===== src/rtl/clamp_pkg.sv =====
package clamp_pkg;

    parameter int CODE_W = 8;

    typedef enum logic [1:0] {
        DRV_HOLD = 2'b00,
        DRV_CHG  = 2'b01,
        DRV_DIS  = 2'b10
    } drv_cmd_t;

    typedef struct packed {
        drv_cmd_t cmd;
    } lane_st_t;

endpackage


===== src/rtl/clamp_target_sel.sv =====
module clamp_target_sel #(
    parameter int W          = 8,
    parameter int LUMA_TGT   = 16,
    parameter int CHROMA_TGT = 128
) (
    input  logic         chroma_sel,
    output logic [W-1:0] tgt
);
    localparam logic [W-1:0] LumaCode   = W'(LUMA_TGT);
    localparam logic [W-1:0] ChromaCode = W'(CHROMA_TGT);

    always_comb begin
        tgt = chroma_sel ? ChromaCode : LumaCode;
    end
endmodule


===== src/rtl/clamp_lane.sv =====
module clamp_lane
    import clamp_pkg::*;
#(
    parameter int W = 8
) (
    input  logic         clk,
    input  logic         rst_n,
    input  logic         off,
    input  logic         gate,
    input  logic         valid,
    input  logic [W-1:0] code,
    input  logic [W-1:0] tgt,
    output logic         charge,
    output logic         discharge,
    output logic         hiz
);
    lane_st_t st_d, st_q;

    always_comb begin
        st_d = st_q;
        if (off || !gate) begin
            st_d.cmd = DRV_HOLD;
        end else if (valid) begin
            if (code < tgt) begin
                st_d.cmd = DRV_CHG;
            end else if (code > tgt) begin
                st_d.cmd = DRV_DIS;
            end else begin
                st_d.cmd = DRV_HOLD;
            end
        end
    end

    always_ff @(posedge clk) begin
        if (!rst_n) begin
            st_q <= '{cmd: DRV_HOLD};
        end else begin
            st_q <= st_d;
        end
    end

    always_comb begin
        charge    = (st_q.cmd == DRV_CHG);
        discharge = (st_q.cmd == DRV_DIS);
        hiz       = !(charge || discharge);
    end

    p_below_charge_r2: assert property (@(posedge clk) disable iff (!rst_n)
        (gate && !off && valid && (code < tgt)) |=> charge);

    p_equal_float_r3: assert property (@(posedge clk) disable iff (!rst_n)
        (gate && !off && valid && (code == tgt)) |=> hiz);

    p_above_discharge_r4: assert property (@(posedge clk) disable iff (!rst_n)
        (gate && !off && valid && (code > tgt)) |=> discharge);

    p_gate_closed_r6: assert property (@(posedge clk) disable iff (!rst_n)
        !gate |=> hiz);

    p_clamp_off_r7: assert property (@(posedge clk) disable iff (!rst_n)
        off |=> hiz);

    p_stall_keeps_r8: assert property (@(posedge clk) disable iff (!rst_n)
        (gate && !off && !valid) |=> $stable({charge, discharge, hiz}));

    p_one_state_r9: assert property (@(posedge clk) disable iff (!rst_n)
        $onehot({charge, discharge, hiz}));
endmodule


===== src/rtl/fb_clamp_ctrl.sv =====
module fb_clamp_ctrl #(
    parameter int NUM_CH     = 3,
    parameter int CODE_W     = 8,
    parameter int LUMA_TGT   = 16,
    parameter int CHROMA_TGT = 128
) (
    input  logic                           clk,
    input  logic                           rst_n,
    input  logic                           clamp_off,
    input  logic                           clamp_gate,
    input  logic [NUM_CH-1:0][CODE_W-1:0]  smp_code,
    input  logic [NUM_CH-1:0]              smp_valid,
    input  logic [NUM_CH-1:0]              chroma_sel,
    output logic [NUM_CH-1:0]              pump_charge,
    output logic [NUM_CH-1:0]              pump_discharge,
    output logic [NUM_CH-1:0]              pump_hiz
);
    logic [NUM_CH-1:0][CODE_W-1:0] tgt_code;

    for (genvar i = 0; i < NUM_CH; i++) begin : g_lane
        clamp_target_sel #(
            .W          (CODE_W),
            .LUMA_TGT   (LUMA_TGT),
            .CHROMA_TGT (CHROMA_TGT)
        ) u_tsel (
            .chroma_sel (chroma_sel[i]),
            .tgt        (tgt_code[i])
        );

        clamp_lane #(
            .W (CODE_W)
        ) u_lane (
            .clk       (clk),
            .rst_n     (rst_n),
            .off       (clamp_off),
            .gate      (clamp_gate),
            .valid     (smp_valid[i]),
            .code      (smp_code[i]),
            .tgt       (tgt_code[i]),
            .charge    (pump_charge[i]),
            .discharge (pump_discharge[i]),
            .hiz       (pump_hiz[i])
        );
    end

    p_reset_float_r1: assert property (@(posedge clk)
        !rst_n |=> (pump_hiz == {NUM_CH{1'b1}}));
endmodule


===== config.mk =====
export PLATFORM = sky130hd
export DESIGN_NAME = fb_clamp_ctrl
export DESIGN_NICKNAME = d
export VERILOG_FILES = /design/src/rtl/clamp_pkg.sv /design/src/rtl/clamp_target_sel.sv /design/src/rtl/clamp_lane.sv /design/src/rtl/fb_clamp_ctrl.sv
export SDC_FILE = /design/constraint.sdc
export NUM_CORES = 1
export LEC_CHECK = 0
export BUFFER_PORTS_ARGS = -buffer_cell sky130_fd_sc_hd__buf_4
export CAP_MARGIN = 20
export CORE_MARGIN = 2
export CORE_UTILIZATION = 49
export DETAILED_ROUTE_END_ITERATION = 16
export PLACE_DENSITY = 0.8
export SYNTH_ARGS = -nofsm -noshare
export SYNTH_HDL_FRONTEND = slang
export SYNTH_HIERARCHICAL = 1
export SYNTH_SLANG_ARGS = --single-unit

===== constraint.sdc =====
create_clock -name clk -period 1.5 [get_ports clk]
set_input_delay 0.15 -clock clk [delete_from_list [all_inputs] [get_ports clk]]
set_output_delay 0.15 -clock clk [all_outputs]
set_load 0.02 [all_outputs]

Word-level counts from Yosys, hierarchy flattened
Cells that the tools add are included.
- output and inout bits: 9
- flip-flop bits (word level): 6
- word-level logic and storage cells: 34
- equality and inequality tests: 6
- order comparisons: 6
- multiplexer cells: 9
- bitwise operators: 1
- reductions and logical operators: 9
- operators by type and width (kind ; count):
    greater-than comparator 8 bit ; 3
    less-than comparator 8 bit ; 3
    2-to-1 mux 8 bit ; 3
    2-to-1 mux 2 bit ; 6
    equality test 2 x 1 -> 1 bit, second input constant ; 3
    equality test 2 bit, second input constant ; 3
    logical NOT 1 bit ; 4
    logical OR 1 bit ; 4
    OR reduction 2 bit ; 1
    inverter 1 bit ; 1

Depth between registers and ports, before layout
Gate-level depths: netlist of the first run.
- depth after elaboration: 4
- gate-level depth with buffers: 8
- depth with buffers taken out: 7

Cells and area by module
The synthesis of the first run kept the hierarchy.
- by module, submodules not included (module ; cells an instance ; area an instance (um^2) ; times used ; sequential area each (um^2)):
    clamp_lane ; 40 ; 320.3 ; 3 ; 40.0
    clamp_target_sel ; 9 ; 60.1 ; 3 ; 0.0

Worst setup path before layout of the first run
Ideal clock, no wire load.
- path kind: input -> register
- start: input chroma_sel[0]
- end: register g_lane[0].u_lane/st_q[1] (netlist bit)
- setup time: 0.117 ns
- arrival: 1.283 ns
- slack: 0.101 ns
- stages: 7
- buffers on the path: 1
- path through: buf_4 inv_1 ha_1 nand4_1 a21oi_1 a2111o_1 a22o_1
- longest elaborated chain between the ends: 4
- elaborated cells between the ends (all ways): 5
- those cells by class: 2 x order compare; 3 x mux
- RTL lines (item ; RTL line ; text):
    start: declaration ; fb_clamp_ctrl.sv:13 ; input logic [NUM_CH-1:0] chroma_sel,
    2-to-1 mux 8 bit (*) ; clamp_target_sel.sv:13 ; tgt = chroma_sel ? ChromaCode : LumaCode;
    greater-than comparator 8 bit ; clamp_lane.sv:26 ; end else if (code > tgt) begin
    2-to-1 mux 2 bit ; clamp_lane.sv:26 ;
    2-to-1 mux 2 bit (*) ; clamp_lane.sv:24 ; if (code < tgt) begin
    end signal: assignment ; clamp_lane.sv:36 ; st_q <= '{cmd: DRV_HOLD};
    end signal: assignment ; clamp_lane.sv:38 ; st_q <= st_d;
    end: declaration ; clamp_lane.sv:17 ; lane_st_t st_d, st_q;
Mark *: on every way between the ends. The rest lies on a longest branch, timed or not.
A chain may end at the register's enable or synchronous reset.

Final worst setup path of the first run
- start: input smp_code[9] (netlist bit)
- end: register g_lane[1].u_lane/st_q[1] (netlist bit)
- longest elaborated chain between the ends: 3
- elaborated cells between the ends (all ways): 4
- those cells by class: 2 x order compare; 2 x mux
- RTL lines (item ; RTL line ; text):
    start: declaration ; fb_clamp_ctrl.sv:11 ; input logic [NUM_CH-1:0][CODE_W-1:0] smp_code,
    greater-than comparator 8 bit ; clamp_lane.sv:26 ;
    2-to-1 mux 2 bit ; clamp_lane.sv:26 ;
    2-to-1 mux 2 bit (*) ; clamp_lane.sv:24 ;
    end signal: assignment ; clamp_lane.sv:36 ;
    end signal: assignment ; clamp_lane.sv:38 ;
    end: declaration ; clamp_lane.sv:17 ;
Marks and branches as above.

==> flow_summary.ini, run 1 <==
[yosys]
syn_avg_cell_area_um2 = 7.76
synth_top_cell_by_area = ha_1
synth_top_family_by_area = adder cells
syn_inst = 147
syn_area_um2 = 1140
ys_ff_latch = 6
synth.top_cell.area_share_pct = 32.9
yosysSeqAreaShare_pct = 10.5
muxShareOfSynthArea_pct = 0
synth_xor_area_share_pct = 0
ys_warn_count = 6
yosys.area_share.simple_pct = 17.1
synth_compound_area_share_pct = 13.8
synthAdderAreaFrac_pct = 32.9
synth_area_leaders = ha_1 33%, buf_4 14%, inv_1 11%, dfxtp_1 11%, a21oi_1 3.9%
ys_types = 16

[power]
power_density_nw_per_um2 = 417
seq_power_share_pct = 28.3
total_power_uw = 589
p_int_uw = 407
p_leak_nw = 0.758
vdd_ir_drop_max_v = 0.000341
p_clk_share_pct = 24.3
sw_frac_of_total_pct = 31.0
power_switching_uw = 182
combinationalPowerShare_pct = 47.5

[finish]
final_cell_area_um2 = 1410
regMostFlops = g_lane.u_lane/st_q
nNetsFinal = 252
largest_reg_flops = 6
layout-drive-gt1-share_pct = 27.4
antenna_cells = 0
post-route-util_pct = 63.9
layout_commonest_cell = buf_4
layout_common_cells = 42 x buf_4, 33 x inv_1, 30 x ha_1
reg_top3 = g_lane.u_lane/st_q: 6 flops
areaGrowthSynthToFinish_pct = 23.8
finalNonFillerCells = 214

[clocking]
cts_buffers = 3
cts.sinks = 6
cts_hold_buf = 0
tritoncts = yes
cts-resized-gates = 0
path_clk_slew_ns = 0.04
insertion_delay_ns = 0.24
clk_path_buf_depth = 2
postCtsSetupBuffers = 0
clockRootBuffer = clkbuf_4
htreeDepth = 1

[setup_path]
cp_num_buf_inv = 1
cpLargestDelayFamily = compound AO/OA/AOI/OAI gates
cp_slowest_cell = a2111o_1
cp-end-kind = flop
cp_max_fo = 2
max_stage_delay_ns = 0.41
critPathArrivalTime_ns = 1.40
path_class = input port to flop
worstSetupStartpointType = input port
path_cells = buf_4 -> ha_1 -> nor2b_4 -> o211ai_2 -> a21oi_1 -> a2111o_1 -> a22o_1
required_ns = 1.63

[global_routing]
grt_pass1_wl_um = 3550
grt_use_total_pct = 16.8
antenna_found_initial = 0
first_global_vias = 995
grt_start_max_net_pins = 4
grt_overflow_total = 0

[die]
die_area_um2 = 2730
io_pins = 43
rows = 17
initial_utilization_pct = 51.6
die_h_um = 52.3
die_w_um = 52.3
core_um2 = 2210

[timing]
finClkSkew_ns = 0
rsz0062_at_grt = no
fmax_mhz = 790
min_period_ns = 1.27
finalHoldViolCount = 0
setup_tns_ns = 0
holdWs_ns = 0.198
setup_ws_ns = 0.234
fin_crit_sh_pct = 84.4
drv_slew = 0
setup_viol = 0

[route]
dr.pass1.iters = 4
via_per_inst = 4.54
drcViolationCount = 0
wirelength_um = 1940
ant_nets = 0
vias = 972
initialDrtViolationCount = 7
wl_per_cell_um = 9.07

[place]
postPlaceCellArea_um2 = 1390
port_buffers = 42
place_inst = 211
place_hpwl_um = 1860
gp_congestion = 0.836
post-place-ws_ns = -0.0245

[flow_run]
cap_viol_max_count = 0

[outcome]
status = completed

[worst_hold_path]
holdCritPathClass = input port to flop
[worst min-delay path, cell delays in order]
cell and delay [ns]:
buf_4 0.12, nand2_1 0.07, o21ai_1 0.05
[worst paths after layout]
check	startpoint	to	slack [ns]	depth (start not counted)
setup reg to reg	g_lane[0].u_lane/st_q[1]	g_lane[0].u_lane/st_q[1]	0.74	3
hold reg to reg	g_lane[1].u_lane/st_q[0]	g_lane[1].u_lane/st_q[0]	0.50	2
hold / removal	smp_valid[2]	g_lane[2].u_lane/st_q[0]	0.20	3
setup / recovery	smp_code[9]	g_lane[1].u_lane/st_q[1]	0.23	7
[logic make-up after synthesis]
logic type,Yosys count
AND/OR/NAND/NOR,33
flip-flops,6
other,3
adder cells (fa/ha/maj),30
AO/OA/AOI/OAI,21
buffers and inverters,54
[synthesized netlist by cell type]
cell and instances:
a2111o_1 3, a21oi_1 9, a22o_1 3, and3b_1 3, buf_4 21, conb_1 3, dfxtp_1 6, ha_1 30
inv_1 33, nand2_1 6, nand3b_1 3, nand4_1 6, nor2_1 12, nor2b_4 3, o211ai_2 3, o21ai_1 3
[final cells by class]
| class | count | area, um^2 |
|---|---|---|
| Tap cell | 28 | 35.0 |
| Multi-Input combinational cell | 102 | 796 |
| Inverter | 33 | 124 |
| Timing Repair Buffer | 42 | 315 |
| Fill cell | 205 | 800 |
| Clock buffer | 3 | 22.5 |
| Sequential cell | 6 | 120 |
[power groups by stage]
stage	registers (mW)	logic (mW)	clock network [mW]
3_5_place_dp	0.169	0.280	0
4_1_cts	0.167	0.281	0.149
2_1_floorplan	0.169	0.209	0
6_report	0.167	0.280	0.143
5_1_grt	0.167	0.322	0.153
3_3_place_gp	0.169	0.264	0
[layer usage]
layer,GRT usage (%),vias to the layer above,routed length (um)
li1,-,522,-
met5,0,-,0
met4,3.42,0,10
met1,17.0,421,745
met2,33.3,27,1070
met3,5.14,2,112
(Power assumes the default switching activity.)
==> run 2: changes to the inputs <==
Clock period 1.5 ns to 1.2 ns, I/O delays scaled along.
==> flow_summary.ini, run 2 (synthesis gave the netlist of run 1 again) <==
[route]
wl_met1_um = 821
ant_nets = 0
vias = 991
wl_per_cell_um = 9.65
wirelength_um = 2100
wl_met3_um = 119
drcViolationCount = 0
maxUsedRoutingLayer = met4
initialDrtViolationCount = 5
via_per_inst = 4.57
route.met2.wl_um = 1140
dr.pass1.iters = 2

[outcome]
status = completed

[finish]
layout_commonest_cell = buf_4
largest_reg_flops = 6
regMostFlops = g_lane.u_lane/st_q
multi_input_area_um2 = 896
layout-drive-gt1-share_pct = 36.0
reg_top3 = g_lane.u_lane/st_q: 6 flops
nNetsFinal = 255
regArea_um2 = 124
layout_common_cells = 42 x buf_4, 30 x inv_1, 22 x ha_1
n_fill_cell = 192
areaGrowthSynthToFinish_pct = 35.9
antenna_cells = 0

[clocking]
tritoncts = yes
clockRootBuffer = clkbuf_4
clk_path_buf_depth = 2
cts_buffers = 3
htreeDepth = 1
insertion_delay_ns = 0.25
path_clk_slew_ns = 0.05
postCtsSetupBuffers = 0
cts.sinks = 6

[worst_hold_path]
holdCritPathClass = input port to flop
holdPathStages = 3

[global_routing]
first_global_vias = 903
antenna_found_initial = 0
grt_start_max_net_pins = 4
grt_overflow_total = 0
grt_use_total_pct = 17.0
grt_pass1_wl_um = 3400

[timing]
setup_ws_ns = 0.0478
min_period_ns = 1.15
setup_tns_ns = 0
fmax_mhz = 868
holdWs_ns = 0.145
rsz0062_at_grt = no
finClkSkew_ns = 0
finalHoldViolCount = 0
drv_slew = 0
setup_viol = 0
fin_crit_sh_pct = 96.0

[setup_path]
critPathArrivalTime_ns = 1.03
cp_max_fo = 2
worstSetupStartpointType = flop
r2r_cells = 3
path_class = flop to output port
rrSetupSlack_ns = 0.42
required_ns = 1.08
cp-end-kind = output port

[place]
port_buffers = 42
gp_congestion = 0.730
post-place-ws_ns = -0.194
place_hpwl_um = 1900

[die]
die_h_um = 52.3
die_w_um = 52.3
core_um2 = 2210
rows = 17
initial_utilization_pct = 51.6
io_pins = 43
die_area_um2 = 2730

[flow_run]
cap_viol_max_count = 0

[power]
vdd_ir_drop_max_v = 0.000384
p_leak_nw = 0.775
power_density_nw_per_um2 = 514
[run 2: critical path: stages (launching register included)]
cell and delay [ns]:
dfxtp_1 0.37, inv_1 0.08, ha_1 0.17, buf_4 0.15
[run 2: power breakdown]
| group | switching [mW] | internal, mW | total (mW) |
|---|---|---|---|
| Clock | 0.0808 | 0.114 | 0.194 |
| Sequential | 0.00381 | 0.205 | 0.209 |
| Combinational | 0.173 | 0.220 | 0.393 |
[run 2: area by class of cell]
type	instances	share of cell area [%]
multi-input combinational	102	57.8
timing repair buffer	45	22.5
sequential	6	7.99
inverter	33	7.99
tap	28	2.26
clock buffer	3	1.45
[run 2: worst paths after layout]
| check | from | end |
|---|---|---|
| worst min-delay path | smp_valid[2] | g_lane[2].u_lane/st_q[0] |
| worst min register to register | g_lane[2].u_lane/st_q[0] | g_lane[2].u_lane/st_q[0] |
| worst max-delay path | g_lane[0].u_lane/st_q[1] | pump_charge[0] |
| worst max register to register | g_lane[0].u_lane/st_q[1] | g_lane[0].u_lane/st_q[1] |
[run 2: per-layer routing]
metal  global-route usage, %  vias up
met5                       0        -
met4                    7.26        0
met1                    16.9      431
li1                        -      534
met2                    32.5       24
met3                    4.86        2
[run 2: stage by stage]
step / instances / area [um^2] / total power, mW / util (%)
global placement: 214 / 1490 / 0.578 / 67.3
detailed placement: 214 / 1490 / 0.596 / 67.3
CTS: 217 / 1520 / 0.802 / 68.6
floorplan: 162 / 1270 / 0.492 / -
finish: 217 / 1550 / 0.797 / 70.1
global route: 217 / 1550 / 0.868 / 70.1
[run 2: what timing repair did]
| item | in CTS | in global routing |
|---|---|---|
| gates cloned | 0 | 0 |
| gates resized for setup | 4 | 4 |
| hold buffers | 0 | 0 |
| pin swaps | 0 | 3 |
| endpoints found under the setup margin | 3 | 3 |
